File: src/rtl/boot_ctrl_pkg.sv
package boot_ctrl_pkg;

  typedef enum logic [2:0] {
    ST_WAIT, ST_LOAD_SLV, ST_LOAD_FL, ST_RUN, ST_STEP, ST_STOP
  } ctl_state_e;

  typedef enum logic [1:0] {BM_DEBUG, BM_SLAVE, BM_FLASH} boot_mode_e;

  localparam logic [2:0] CMD_RESET = 3'd1;
  localparam logic [2:0] CMD_LOAD  = 3'd2;
  localparam logic [2:0] CMD_START = 3'd3;
  localparam logic [2:0] CMD_STEP  = 3'd4;
  localparam logic [2:0] CMD_STOP  = 3'd5;

  function automatic boot_mode_e strap_to_mode(input logic [1:0] s);
    case (s)
      2'b01:   return BM_SLAVE;
      2'b10:   return BM_FLASH;
      default: return BM_DEBUG;
    endcase
  endfunction

  function automatic ctl_state_e mode_entry(input boot_mode_e m);
    case (m)
      BM_SLAVE: return ST_LOAD_SLV;
      BM_FLASH: return ST_LOAD_FL;
      default:  return ST_WAIT;
    endcase
  endfunction

  function automatic logic [1:0] status_code(input ctl_state_e s);
    case (s)
      ST_WAIT:                 return 2'd0;
      ST_LOAD_SLV, ST_LOAD_FL: return 2'd1;
      ST_RUN, ST_STEP:         return 2'd2;
      default:                 return 2'd3;
    endcase
  endfunction

  function automatic logic cmd_legal(input logic [2:0] c, input ctl_state_e s);
    logic idle;
    idle = (s == ST_WAIT) || (s == ST_STOP);
    case (c)
      CMD_RESET:                     return 1'b1;
      CMD_LOAD, CMD_START, CMD_STEP: return idle;
      CMD_STOP:                      return s == ST_RUN;
      default:                       return 1'b0;
    endcase
  endfunction

endpackage

File: src/rtl/boot_cmd_sync.sv
module boot_cmd_sync (
  input  logic       clk,
  input  logic       rst_n,
  input  logic       dbg_req,
  input  logic [2:0] dbg_cmd,
  input  logic       dbg_acc_req,
  output logic       cmd_fire,
  output logic [2:0] cmd_code,
  output logic       acc_req_s
);
  logic [2:0] tg_q;
  logic [1:0] acc_q;

  // During reset the toggle chain follows the pin, so no stale command fires.
  always_ff @(posedge clk) begin
    if (!rst_n) begin
      tg_q  <= {3{dbg_req}};
      acc_q <= 2'b00;
    end else begin
      tg_q  <= {tg_q[1:0], dbg_req};
      acc_q <= {acc_q[0], dbg_acc_req};
    end
  end

  assign cmd_fire  = tg_q[1] ^ tg_q[2];
  assign cmd_code  = dbg_cmd;   // held steady by the debugger around the toggle
  assign acc_req_s = acc_q[1];

  assert_fire_pulse_R6: assert property (@(posedge clk) disable iff (!rst_n)
    cmd_fire |=> !cmd_fire);
endmodule

File: src/rtl/boot_spi_rx.sv
module boot_spi_rx (
  input  logic       clk,
  input  logic       rst_n,
  input  logic       en,
  input  logic       ss_sclk,
  input  logic       ss_cs_n,
  input  logic       ss_mosi,
  output logic       byte_vld,
  output logic [7:0] byte_q
);
  logic [2:0] sclk_s;
  logic [1:0] cs_s, mosi_s;
  logic [2:0] bit_q;
  logic [6:0] sh_q;
  logic       sclk_rise;

  always_ff @(posedge clk) begin
    if (!rst_n) begin
      sclk_s <= 3'b000;
      cs_s   <= 2'b11;
      mosi_s <= 2'b00;
    end else begin
      sclk_s <= {sclk_s[1:0], ss_sclk};
      cs_s   <= {cs_s[0], ss_cs_n};
      mosi_s <= {mosi_s[0], ss_mosi};
    end
  end

  assign sclk_rise = sclk_s[1] & ~sclk_s[2];

  always_ff @(posedge clk) begin
    byte_vld <= 1'b0;
    if (!rst_n || !en || cs_s[1]) begin
      bit_q <= '0;
      sh_q  <= '0;
    end else if (sclk_rise) begin
      sh_q  <= {sh_q[5:0], mosi_s[1]};
      bit_q <= bit_q + 1'b1;
      if (bit_q == 3'd7) begin
        byte_vld <= 1'b1;
        byte_q   <= {sh_q, mosi_s[1]};
      end
    end
  end

  assert_rx_gated_R3: assert property (@(posedge clk) disable iff (!rst_n)
    byte_vld |-> $past(en));
endmodule

File: src/rtl/boot_flash_rd.sv
module boot_flash_rd #(
  parameter int          NBYTES = 512,
  parameter int          HALF   = 2,
  parameter logic [7:0]  RD_CMD = 8'h03
) (
  input  logic       clk,
  input  logic       rst_n,
  input  logic       en,
  output logic       fl_sclk,
  output logic       fl_cs_n,
  output logic       fl_mosi,
  input  logic       fl_miso,
  output logic       byte_vld,
  output logic [7:0] byte_q
);
  localparam int HDR   = 32;
  localparam int TOTAL = HDR + 8 * NBYTES;
  localparam int BW    = $clog2(TOTAL + 1);
  localparam int DW    = (HALF > 1) ? $clog2(HALF) : 1;

  logic          active_q, finished_q, sclk_q, cs_q;
  logic [DW-1:0] div_q;
  logic [BW-1:0] bits_q;
  logic [31:0]   out_q;
  logic [6:0]    in_q;

  always_ff @(posedge clk) begin
    byte_vld <= 1'b0;
    if (!rst_n || !en) begin
      active_q   <= 1'b0;
      finished_q <= 1'b0;
      sclk_q     <= 1'b0;
      cs_q       <= 1'b1;
      div_q      <= '0;
      bits_q     <= '0;
      out_q      <= '0;
      in_q       <= '0;
    end else if (!active_q) begin
      if (!finished_q) begin
        active_q <= 1'b1;
        cs_q     <= 1'b0;
        out_q    <= {RD_CMD, 24'h000000};
        bits_q   <= '0;
        div_q    <= '0;
      end
    end else if (div_q == DW'(HALF - 1)) begin
      div_q <= '0;
      if (!sclk_q) begin
        sclk_q <= 1'b1;
        if (bits_q >= BW'(HDR)) begin
          in_q <= {in_q[5:0], fl_miso};
          if (bits_q[2:0] == 3'd7) begin
            byte_vld <= 1'b1;
            byte_q   <= {in_q, fl_miso};
          end
        end
      end else begin
        sclk_q <= 1'b0;
        out_q  <= {out_q[30:0], 1'b0};
        bits_q <= bits_q + 1'b1;
        if (bits_q == BW'(TOTAL - 1)) begin
          active_q   <= 1'b0;
          finished_q <= 1'b1;
          cs_q       <= 1'b1;
        end
      end
    end else begin
      div_q <= div_q + 1'b1;
    end
  end

  assign fl_sclk = sclk_q;
  assign fl_cs_n = cs_q;
  assign fl_mosi = out_q[31];

  assert_clk_idle_low_R4: assert property (@(posedge clk) disable iff (!rst_n)
    fl_cs_n |-> !fl_sclk);
endmodule

File: src/rtl/boot_ctrl.sv
module boot_ctrl
  import boot_ctrl_pkg::*;
#(
  parameter int NBYTES  = 512,
  parameter int FL_HALF = 2
) (
  input  logic        clk,
  input  logic        rst_n,
  input  logic [1:0]  strap,
  input  logic        dbg_req,
  input  logic [2:0]  dbg_cmd,
  input  logic        dbg_acc_req,
  output logic        dbg_acc_ok,
  input  logic        ss_sclk,
  input  logic        ss_cs_n,
  input  logic        ss_mosi,
  output logic        fl_sclk,
  output logic        fl_cs_n,
  output logic        fl_mosi,
  input  logic        fl_miso,
  output logic        im_we,
  output logic [7:0]  im_addr,
  output logic [15:0] im_wdata,
  output logic        run_en,
  output logic        step_en,
  output logic        core_reset,
  input  logic        insn_done,
  input  logic        seq_halt,
  output logic [1:0]  st_state,
  output logic        load_done,
  output logic        cmd_err,
  output logic        step_done
);
  localparam int CW = $clog2(NBYTES);

  ctl_state_e state_q, state_d;
  boot_mode_e mode_q;
  logic       cmd_fire, acc_req_s, cmd_ok, rst_accept;
  logic [2:0] cmd_code;
  logic       ld_active, s_vld, f_vld, byte_vld, last_byte;
  logic [7:0] s_byte, f_byte, byte_in, hi_q;
  logic [CW-1:0] cnt_q;

  boot_cmd_sync u_sync (
    .clk, .rst_n, .dbg_req, .dbg_cmd, .dbg_acc_req,
    .cmd_fire, .cmd_code, .acc_req_s
  );

  boot_spi_rx u_rx (
    .clk, .rst_n, .en(state_q == ST_LOAD_SLV),
    .ss_sclk, .ss_cs_n, .ss_mosi,
    .byte_vld(s_vld), .byte_q(s_byte)
  );

  boot_flash_rd #(.NBYTES(NBYTES), .HALF(FL_HALF)) u_fl (
    .clk, .rst_n, .en(state_q == ST_LOAD_FL),
    .fl_sclk, .fl_cs_n, .fl_mosi, .fl_miso,
    .byte_vld(f_vld), .byte_q(f_byte)
  );

  // Named internal events
  assign ld_active  = (state_q == ST_LOAD_SLV) || (state_q == ST_LOAD_FL);
  assign byte_vld   = (state_q == ST_LOAD_SLV) ? s_vld : (state_q == ST_LOAD_FL) & f_vld;
  assign byte_in    = (state_q == ST_LOAD_SLV) ? s_byte : f_byte;
  assign last_byte  = ld_active && byte_vld && (cnt_q == CW'(NBYTES - 1));
  assign cmd_ok     = cmd_fire && cmd_legal(cmd_code, state_q);
  assign rst_accept = cmd_ok && (cmd_code == CMD_RESET);

  always_ff @(posedge clk) begin
    if (!rst_n) mode_q <= strap_to_mode(strap);
  end

  always_comb begin
    state_d = state_q;
    if (cmd_ok) begin
      case (cmd_code)
        CMD_LOAD:  state_d = (mode_q == BM_FLASH) ? ST_LOAD_FL : ST_LOAD_SLV;
        CMD_START: state_d = ST_RUN;
        CMD_STEP:  state_d = ST_STEP;
        CMD_STOP:  state_d = ST_STOP;
        default:   state_d = ST_WAIT;
      endcase
    end else begin
      case (state_q)
        ST_LOAD_SLV, ST_LOAD_FL:
          if (last_byte) state_d = (mode_q == BM_DEBUG) ? ST_STOP : ST_RUN;
        ST_RUN:  if (seq_halt)  state_d = ST_STOP;
        ST_STEP: if (insn_done) state_d = ST_STOP;
        default: ;
      endcase
    end
  end

  always_ff @(posedge clk) begin
    if (!rst_n) begin
      state_q   <= mode_entry(strap_to_mode(strap));
      cmd_err   <= 1'b0;
      load_done <= 1'b0;
      step_done <= 1'b0;
    end else begin
      state_q   <= state_d;
      step_done <= (state_q == ST_STEP) && insn_done && !cmd_ok;
      if (rst_accept)                cmd_err <= 1'b0;
      else if (cmd_fire && !cmd_ok)  cmd_err <= 1'b1;
      if (rst_accept || (cmd_ok && cmd_code == CMD_LOAD)) load_done <= 1'b0;
      else if (last_byte && !cmd_ok)                      load_done <= 1'b1;
    end
  end

  // Byte pairing and write port
  always_ff @(posedge clk) begin
    im_we <= 1'b0;
    if (!rst_n || !ld_active) begin
      cnt_q <= '0;
      hi_q  <= '0;
    end else if (byte_vld) begin
      cnt_q <= cnt_q + 1'b1;
      if (!cnt_q[0]) begin
        hi_q <= byte_in;
      end else begin
        im_we    <= 1'b1;
        im_addr  <= cnt_q[CW-1:1];
        im_wdata <= {hi_q, byte_in};
      end
    end
  end

  assign run_en     = state_q == ST_RUN;
  assign step_en    = state_q == ST_STEP;
  assign core_reset = (state_q == ST_WAIT) || ld_active;
  assign st_state   = status_code(state_q);
  assign dbg_acc_ok = acc_req_s && ((state_q == ST_WAIT) || (state_q == ST_STOP));

  assert_write_in_load_R2: assert property (@(posedge clk) disable iff (!rst_n)
    im_we |-> $past(ld_active));
  assert_step_done_stopped_R8: assert property (@(posedge clk) disable iff (!rst_n)
    step_done |-> (st_state == 2'd3) && $past(step_en));
  assert_err_sticky_R10: assert property (@(posedge clk) disable iff (!rst_n)
    ($past(cmd_err) && !$past(rst_accept)) |-> cmd_err);
  assert_access_halted_R11: assert property (@(posedge clk) disable iff (!rst_n)
    dbg_acc_ok |-> (st_state == 2'd0 || st_state == 2'd3));
  assert_held_not_running_R12: assert property (@(posedge clk) disable iff (!rst_n)
    core_reset |-> !run_en && !step_en);
endmodule

File: config.mk
export PLATFORM = sky130hd
export DESIGN_NAME = boot_ctrl
export DESIGN_NICKNAME = d
export VERILOG_FILES = /design/src/rtl/boot_ctrl_pkg.sv /design/src/rtl/boot_cmd_sync.sv /design/src/rtl/boot_spi_rx.sv /design/src/rtl/boot_flash_rd.sv /design/src/rtl/boot_ctrl.sv
export SDC_FILE = /design/constraint.sdc
export NUM_CORES = 1
export LEC_CHECK = 0
export CAP_MARGIN = 20
export CELL_PAD_IN_SITES_DETAIL_PLACEMENT = 1
export CELL_PAD_IN_SITES_GLOBAL_PLACEMENT = 2
export CORE_MARGIN = 5
export CORE_UTILIZATION = 35
export CTS_BUF_LIST = sky130_fd_sc_hd__clkbuf_2 sky130_fd_sc_hd__clkbuf_4 sky130_fd_sc_hd__clkbuf_8
export CTS_CLUSTER_SIZE = 40
export DETAILED_ROUTE_END_ITERATION = 10
export PLACE_DENSITY_LB_ADDON = 0.1
export SKIP_CTS_REPAIR_TIMING = 1
export SYNTH_ARGS = -nofsm -noshare
export SYNTH_HDL_FRONTEND = slang
export SYNTH_SLANG_ARGS = --single-unit
File: constraint.sdc
create_clock -name clk -period 2.15 [get_ports clk]
set_input_delay 0.43 -clock clk [delete_from_list [all_inputs] [get_ports clk]]
set_output_delay 0.43 -clock clk [all_outputs]
set_load 0.02 [all_outputs]
# [After elaboration in Yosys (flattened, before gate mapping)]
# Index checks and enable logic that the tools add are counted.
[totals] register_bits=147 input_bits=15 out_inout_bits=37
[classes] addsub=4 order_cmp=1 n_eq_ne=27 mux=41 bitwise_logic=15 n_reduce_logical=43
[ops] op="32-bit 2-to-1 mux" count=4
[ops] op="13-bit 2-to-1 mux" count=4
[ops] op="3-bit 2-to-1 mux" count=7
[ops] op="3-bit == test (second input constant)" count=6
[ops] op="1-bit 2-to-1 mux" count=17
[ops] op="4-bit AND reduction" count=4
[ops] op="13-bit by 1-bit adder with 13-bit output (second input constant)" count=1
[ops] op="13-bit == test (second input constant)" count=1
[ops] op="13-bit by 6-bit greater-or-equal comparator with 1-bit output (second input constant)" count=1
[ops] op="3-bit by 2-bit == test with 1-bit output (second input constant)" count=4
[ops] op="1-bit inverter" count=12
[ops] op="3-bit case mux with 4 select lines" count=1
[ops] op="2-bit OR reduction" count=6
[ops] op="1-bit logical AND" count=10
[ops] op="9-bit by 1-bit adder with 9-bit output (second input constant)" count=1
[ops] op="9-bit == test (second input constant)" count=1
[ops] op="3-bit case mux with 3 select lines" count=1
[ops] op="3-bit AND reduction" count=3
[ops] op="1-bit logical OR" count=8
[ops] op="8-bit 2-to-1 mux" count=1
[ops] op="4-bit by 2-bit inequality test with 1-bit output (second input constant)" count=2
[ops] op="2-bit case mux with 2 select lines" count=2
[ops] op="2-bit == test (second input constant)" count=3
[ops] op="3-bit by 1-bit == test with 1-bit output (second input constant)" count=2
[ops] op="other kinds (19)" count=29

# [Longest topological paths before layout]
[depth] ltp_word=9 depth_mapped=8 ltp_nobuf=8

# [Modules after synthesis]
# A second synthesis with hierarchy kept.
[hier_totals] hier_cells=422 area_unflattened_um2=4943.5
[by_module_without_submodules] mod="boot_ctrl" instances=1 cells_each=177 area_each_um2=2198.4 seq_area_each_um2=1291.2
[by_module_without_submodules] mod="boot_flash_rd" instances=1 cells_each=159 area_each_um2=1677.9 seq_area_each_um2=920.9
[by_module_without_submodules] mod="boot_spi_rx" instances=1 cells_each=73 area_each_um2=898.4 seq_area_each_um2=600.6
[by_module_without_submodules] mod="boot_cmd_sync" instances=1 cells_each=13 area_each_um2=168.9 seq_area_each_um2=100.1

# [Worst setup path before layout]
# OpenSTA, ideal clock, no wires.
[synth_path] path_type="register to register" from="register state_q[2]" to="register im_addr[0], enable pin" setup_time_ns=0.383 t_arrival_ns=1.706 required_ns=1.767 path_slack_ns=0.061 stages_incl_launch_ff=5 path_buffers=2 period_less_slack_ns=2.089 cell_sequence="edfxtp_1 clkbuf_2 buf_1 a21oi_1 and3_1"
[synth_via] elab_chain_len=6 word_cells_on_any_way=9 cone_classes="eq/ne: 2; mux: 1; bitwise: 2; reduce/logical: 4"
[synth_rtl] item="start, declared" line_no="boot_ctrl.sv:36" rtl="ctl_state_e state_q, state_d;"
[synth_rtl] item="start signal, assigned" line_no="boot_ctrl.sv:96" rtl="state_q <= mode_entry(strap_to_mode(strap));"
[synth_rtl] item="start signal, assigned" line_no="boot_ctrl.sv:101" rtl="state_q <= state_d;"
[synth_rtl] item="3-bit by 1-bit == test with 1-bit output / 3-bit by 2-bit == test with 1-bit output (equally long branches)" line_no="boot_ctrl.sv:62, boot_ctrl.sv:63"
[synth_rtl] item="1-bit logical OR" line_no="boot_ctrl.sv:62" rtl="assign ld_active = (state_q == ST_LOAD_SLV) || (state_q == ST_LOAD_FL);"
[synth_rtl] item="1-bit zero test" line_no="boot_ctrl.sv:113" rtl="if (!rst_n || !ld_active) begin"
[synth_rtl] item="1-bit logical OR" line_no="boot_ctrl.sv:113"
[synth_rtl] item="1-bit inverter (no source line)"
[synth_rtl] item="3-bit AND reduction (no source line) *"
[synth_rtl] item="end signal, assigned" line_no="boot_ctrl.sv:122" rtl="im_addr <= cnt_q[CW-1:1];"
[synth_rtl] item="end, declared" line_no="boot_ctrl.sv:22" rtl="output logic [7:0] im_addr,"
# Every way passes the cells marked *; elsewhere a longest branch is shown, timed or not.
# A chain may end at the register's enable or synchronous reset.

# [Worst setup path in the final report]
[layout_path] from="register state_q[0]" to="output dbg_acc_ok"
[layout_via] elab_chain_len=3 word_cells_on_any_way=4 cone_classes="eq/ne: 1; reduce/logical: 3"
[layout_rtl] item="3-bit == test / 3-bit zero test (equally long branches)" line_no="boot_ctrl.sv:132" rtl="assign dbg_acc_ok = acc_req_s && ((state_q == ST_WAIT) || (state_q == ST_STOP));"
[layout_rtl] item="1-bit logical OR *" line_no="boot_ctrl.sv:132"
[layout_rtl] item="1-bit logical AND *" line_no="boot_ctrl.sv:132"
[layout_rtl] item="end, declared" line_no="boot_ctrl.sv:13" rtl="output logic dbg_acc_ok,"
# Marked as above.

==> results by group <==
Outcome
  • Status: finished clean

Finish
  • Layout cells sized above 1: 0.178
  • Final net count: 538
  • Area delta synth->final: 27.2%
  • Final instance area: 6210 um^2
  • Most frequent cells in the layout: dfxtp_1 (78), nor2_1 (60), edfxtp_1 (45), clkdlybuf4s50_1 (45), buf_4 (38)
  • Ant diodes: 0
  • Commonest non-fill, non-tap cell in the layout: dfxtp_1
  • Fillers: 1536
  • Final Util: 0.451
  • Layout Cells excl Fill: 709

Pwr
  • Tot Pwr: 4.72 mW
  • Combinational power share: 0.085
  • Lkg Pwr: 2.24 nW
  • Power Density: 760 nW/um^2
  • Sequential Power Share: 0.522
  • Sw frac: 0.245
  • Clock power share: 0.394
  • Pint: 3.56 mW
  • VDD IR max: 0.379 mV
  • Switching pwr: 1.15 mW

Die
  • Rows: 43
  • Total core area: 13800 um^2
  • Initial Util: 0.354
  • Die area: 16400 um^2
  • Die Y: 128 um
  • Io pins: 52
  • Die W: 128 um

Detailed routing
  • Final ANT Viol Nets: 0
  • TritonRoute pass-1 iters: 4
  • Number of remaining DRC errors: 0
  • Vias per inst: 4.70
  • Vias: 3332
  • WL final: 10300 um
  • Detailed Route Iter0 Violations: 118
  • Routed WL per cell: 14.5 um

Worst setup path
  • Crit start category: flip-flop
  • Delay of the slowest critical-path stage: 0.45 ns
  • CP Cell Sequence: buf_4 > buf_4 > xor2_1 > nor3b_1 > buf_2
  • Setup CP Type: reg2out
  • Most used cell, CP: buf_4
  • Crit path required time: 1.72 ns
  • Crit path max-delay cell type: edfxtp_1
  • Crit-path max FO: 5
  • WP data arrival: 1.69 ns
  • Reg2Reg Setup Slack: 0.23 ns
  • CP Capture Type: primary output

Synth
  • Simple-gate area share of the yosys netlist: 0.169
  • Cell Area, Synth: 4880 um^2
  • Syn Inst Count: 426
  • Main combinational cell family by area after synthesis: simple AND/OR/NAND/NOR gates
  • Synthesis-stage register bit count: 123
  • Synthesized area per cell: 11.5 um^2
  • Distinct cells, synth: 58
  • Main flop type after synthesis: dfxtp_1
  • Post-synth EDFFs: 45
  • Post-synthesis sequential area ratio: 0.597
  • Yosys warns: 0
  • Post-synthesis xor/xnor area fraction: 0.0377
  • Adder-Cell Fraction of Synth Area: 0.0179
  • Syn nets: 448
  • FFs w/ async S/R, synth: 0
  • Compound-gate portion of the synthesized area: 0.100
  • Multiplexer share of the synthesized area: 0.0533

GRT
  • First-pass GRT wire length: 17200 um
  • Gr ovfl total: 0
  • Largest net degree at the start of global routing: 25
  • Initial antenna violation count: 0
  • Vias in the first global route: 3505
  • Overall global routing resource usage: 0.132

Timing
  • Clk_skew: 0.00876 ns
  • Period Utilization, post-route: 0.985
  • Setup WS post-layout: 0.0320 ns
  • RSZ-0062 raised after global routing: yes
  • Slew margin rel.: 0.602
  • Max frequency: 472 MHz
  • Least-Margin Pin Slew: 0.594 ns
  • Final Hold Vio Count: 0
  • Final Max Slew Viols: 0
  • Final min period: 2.12 ns
  • Final setup violation count: 0

CTS
  • Num CTS Buffers: 17
  • Clk slew on worst S/H paths: 0.07 ns
  • CTS tree: yes
  • CTS max path bufs: 2
  • CTS Sinks: 123
  • Clock root cell: clkbuf_8
  • Clock latency at the later pin of the worst-skew pair: 0.43 ns
  • H-tree lvl count: 4

Place
  • Place WS: -0.101 ns
  • Placed wire-length estimate: 7490 um
  • Placed cell areas: 5810 um^2
  • PortBufs: 51
  • Routability cong.: 0.805
  • Dpl cells: 674

Worst hold path
  • Min-Delay Path Class: reg2reg

Run
  • Max Cap Viol: 0
kinds of logic (layout without fill, tap and decap cells):
family                     after synthesis  in the layout
AOI/OAI and AO/OA                       61             61
xor gates and xnor gates                21             21
adders and majority gates                7              7
buffers and inverters                   27            130
DFF                                    123            123
muxes                                   25             25
and+or+nand+nor                        162            162
power by group through the flow:
stage | sequential (mW) | clock (mW) | combinational, mW
2_1_floorplan | 2.51 | 0 | 0.237
3_5_place_dp | 2.52 | 0 | 0.399
4_1_cts | 2.46 | 1.94 | 0.400
3_3_place_gp | 2.51 | 0 | 0.395
6_report | 2.46 | 1.86 | 0.399
5_1_grt | 2.46 | 2.06 | 0.436
metal layers:
metal	track usage	routed length (um)
met1	0.164	4770
met2	0.216	5000
met3	0.0413	369
met4	0.0487	114
met5	0	0
final cells by class:
| cell class | count | area (um^2) | share of cell area |
|---|---|---|---|
| clock buffer | 18 | 248 | 0.0399 |
| clock inverter | 14 | 123 | 0.0198 |
| inverter | 8 | 30.0 | 0.00484 |
| multi-input combinational | 276 | 1850 | 0.297 |
| sequential | 123 | 2910 | 0.469 |
| tap | 180 | 225 | 0.0363 |
| timing repair buffer | 90 | 823 | 0.133 |
critical path, delay by kind of cell (launching register included):
family	cells	cell delay, ns
XOR/XNOR	1	0.15
AND/OR/NAND/NOR	1	0.18
flip-flops	1	0.45
buffers and inverters	3	0.48
state kept, by name (all words and copies together) (netlist names), 2 cells and up:
signal        cells
mode_q            2
u_sync.tg_q       3
cnt_q             9
u_fl.out_q        8
u_rx.sh_q         7
state_q           3
u_rx.cs_s         2
u_fl.bits_q      13
im_wdata         16
u_rx.sclk_s       3
im_addr           8
u_sync.acc_q      2
u_fl.byte_q       8
u_rx.mosi_s       2
hi_q              8
u_rx.bit_q        3
u_fl.in_q         7
u_rx.byte_q       8
final timing paths:
path / cells after the start / from / endpoint
worst min-delay path: 0 / hi_q[6]$_SDFFE_PP0P_ / im_wdata[14]$_DFFE_PP_
worst min register to register: 0 / hi_q[6]$_SDFFE_PP0P_ / im_wdata[14]$_DFFE_PP_
worst max-delay path: 5 / state_q[0]$_DFFE_PP_ / dbg_acc_ok
worst max register to register: 7 / cnt_q[2]$_SDFFE_PP0N_ / state_q[0]$_DFFE_PP_
stage by stage:
step	hold WS [ns]	TNS, ns
after floorplan	0.386	0
after global placement	0.414	-0.457
after detailed placement	0.419	-0.508
after CTS	0.437	-1.45
after global routing	0.447	-0.103
final	0.434	0
cell usage after synthesis, drive strengths merged (5+ instances only):
cell     count  area, um^2
dfxtp       78        1560
nor2        61         231
edfxtp      45        1350
nand2       35         131
a21oi       19        98.9
mux2i       17         170
xnor2       13         114
buf         11        60.1
nand3        9        45.0
a22oi        8        60.1
clkbuf       8        32.5
inv          8        30.0
mux2         8        90.1
nor2b        8        50.1
xor2         8        70.1
a211oi       7        77.6
and2         7        43.8
ha           7        87.6
and3         6        37.5
a2111oi      5        68.8
and4         5        43.8
nand2b       5        31.3
nand3b       5        62.6
nor3         5        25.0
Power figures use the tool's default switching activity.
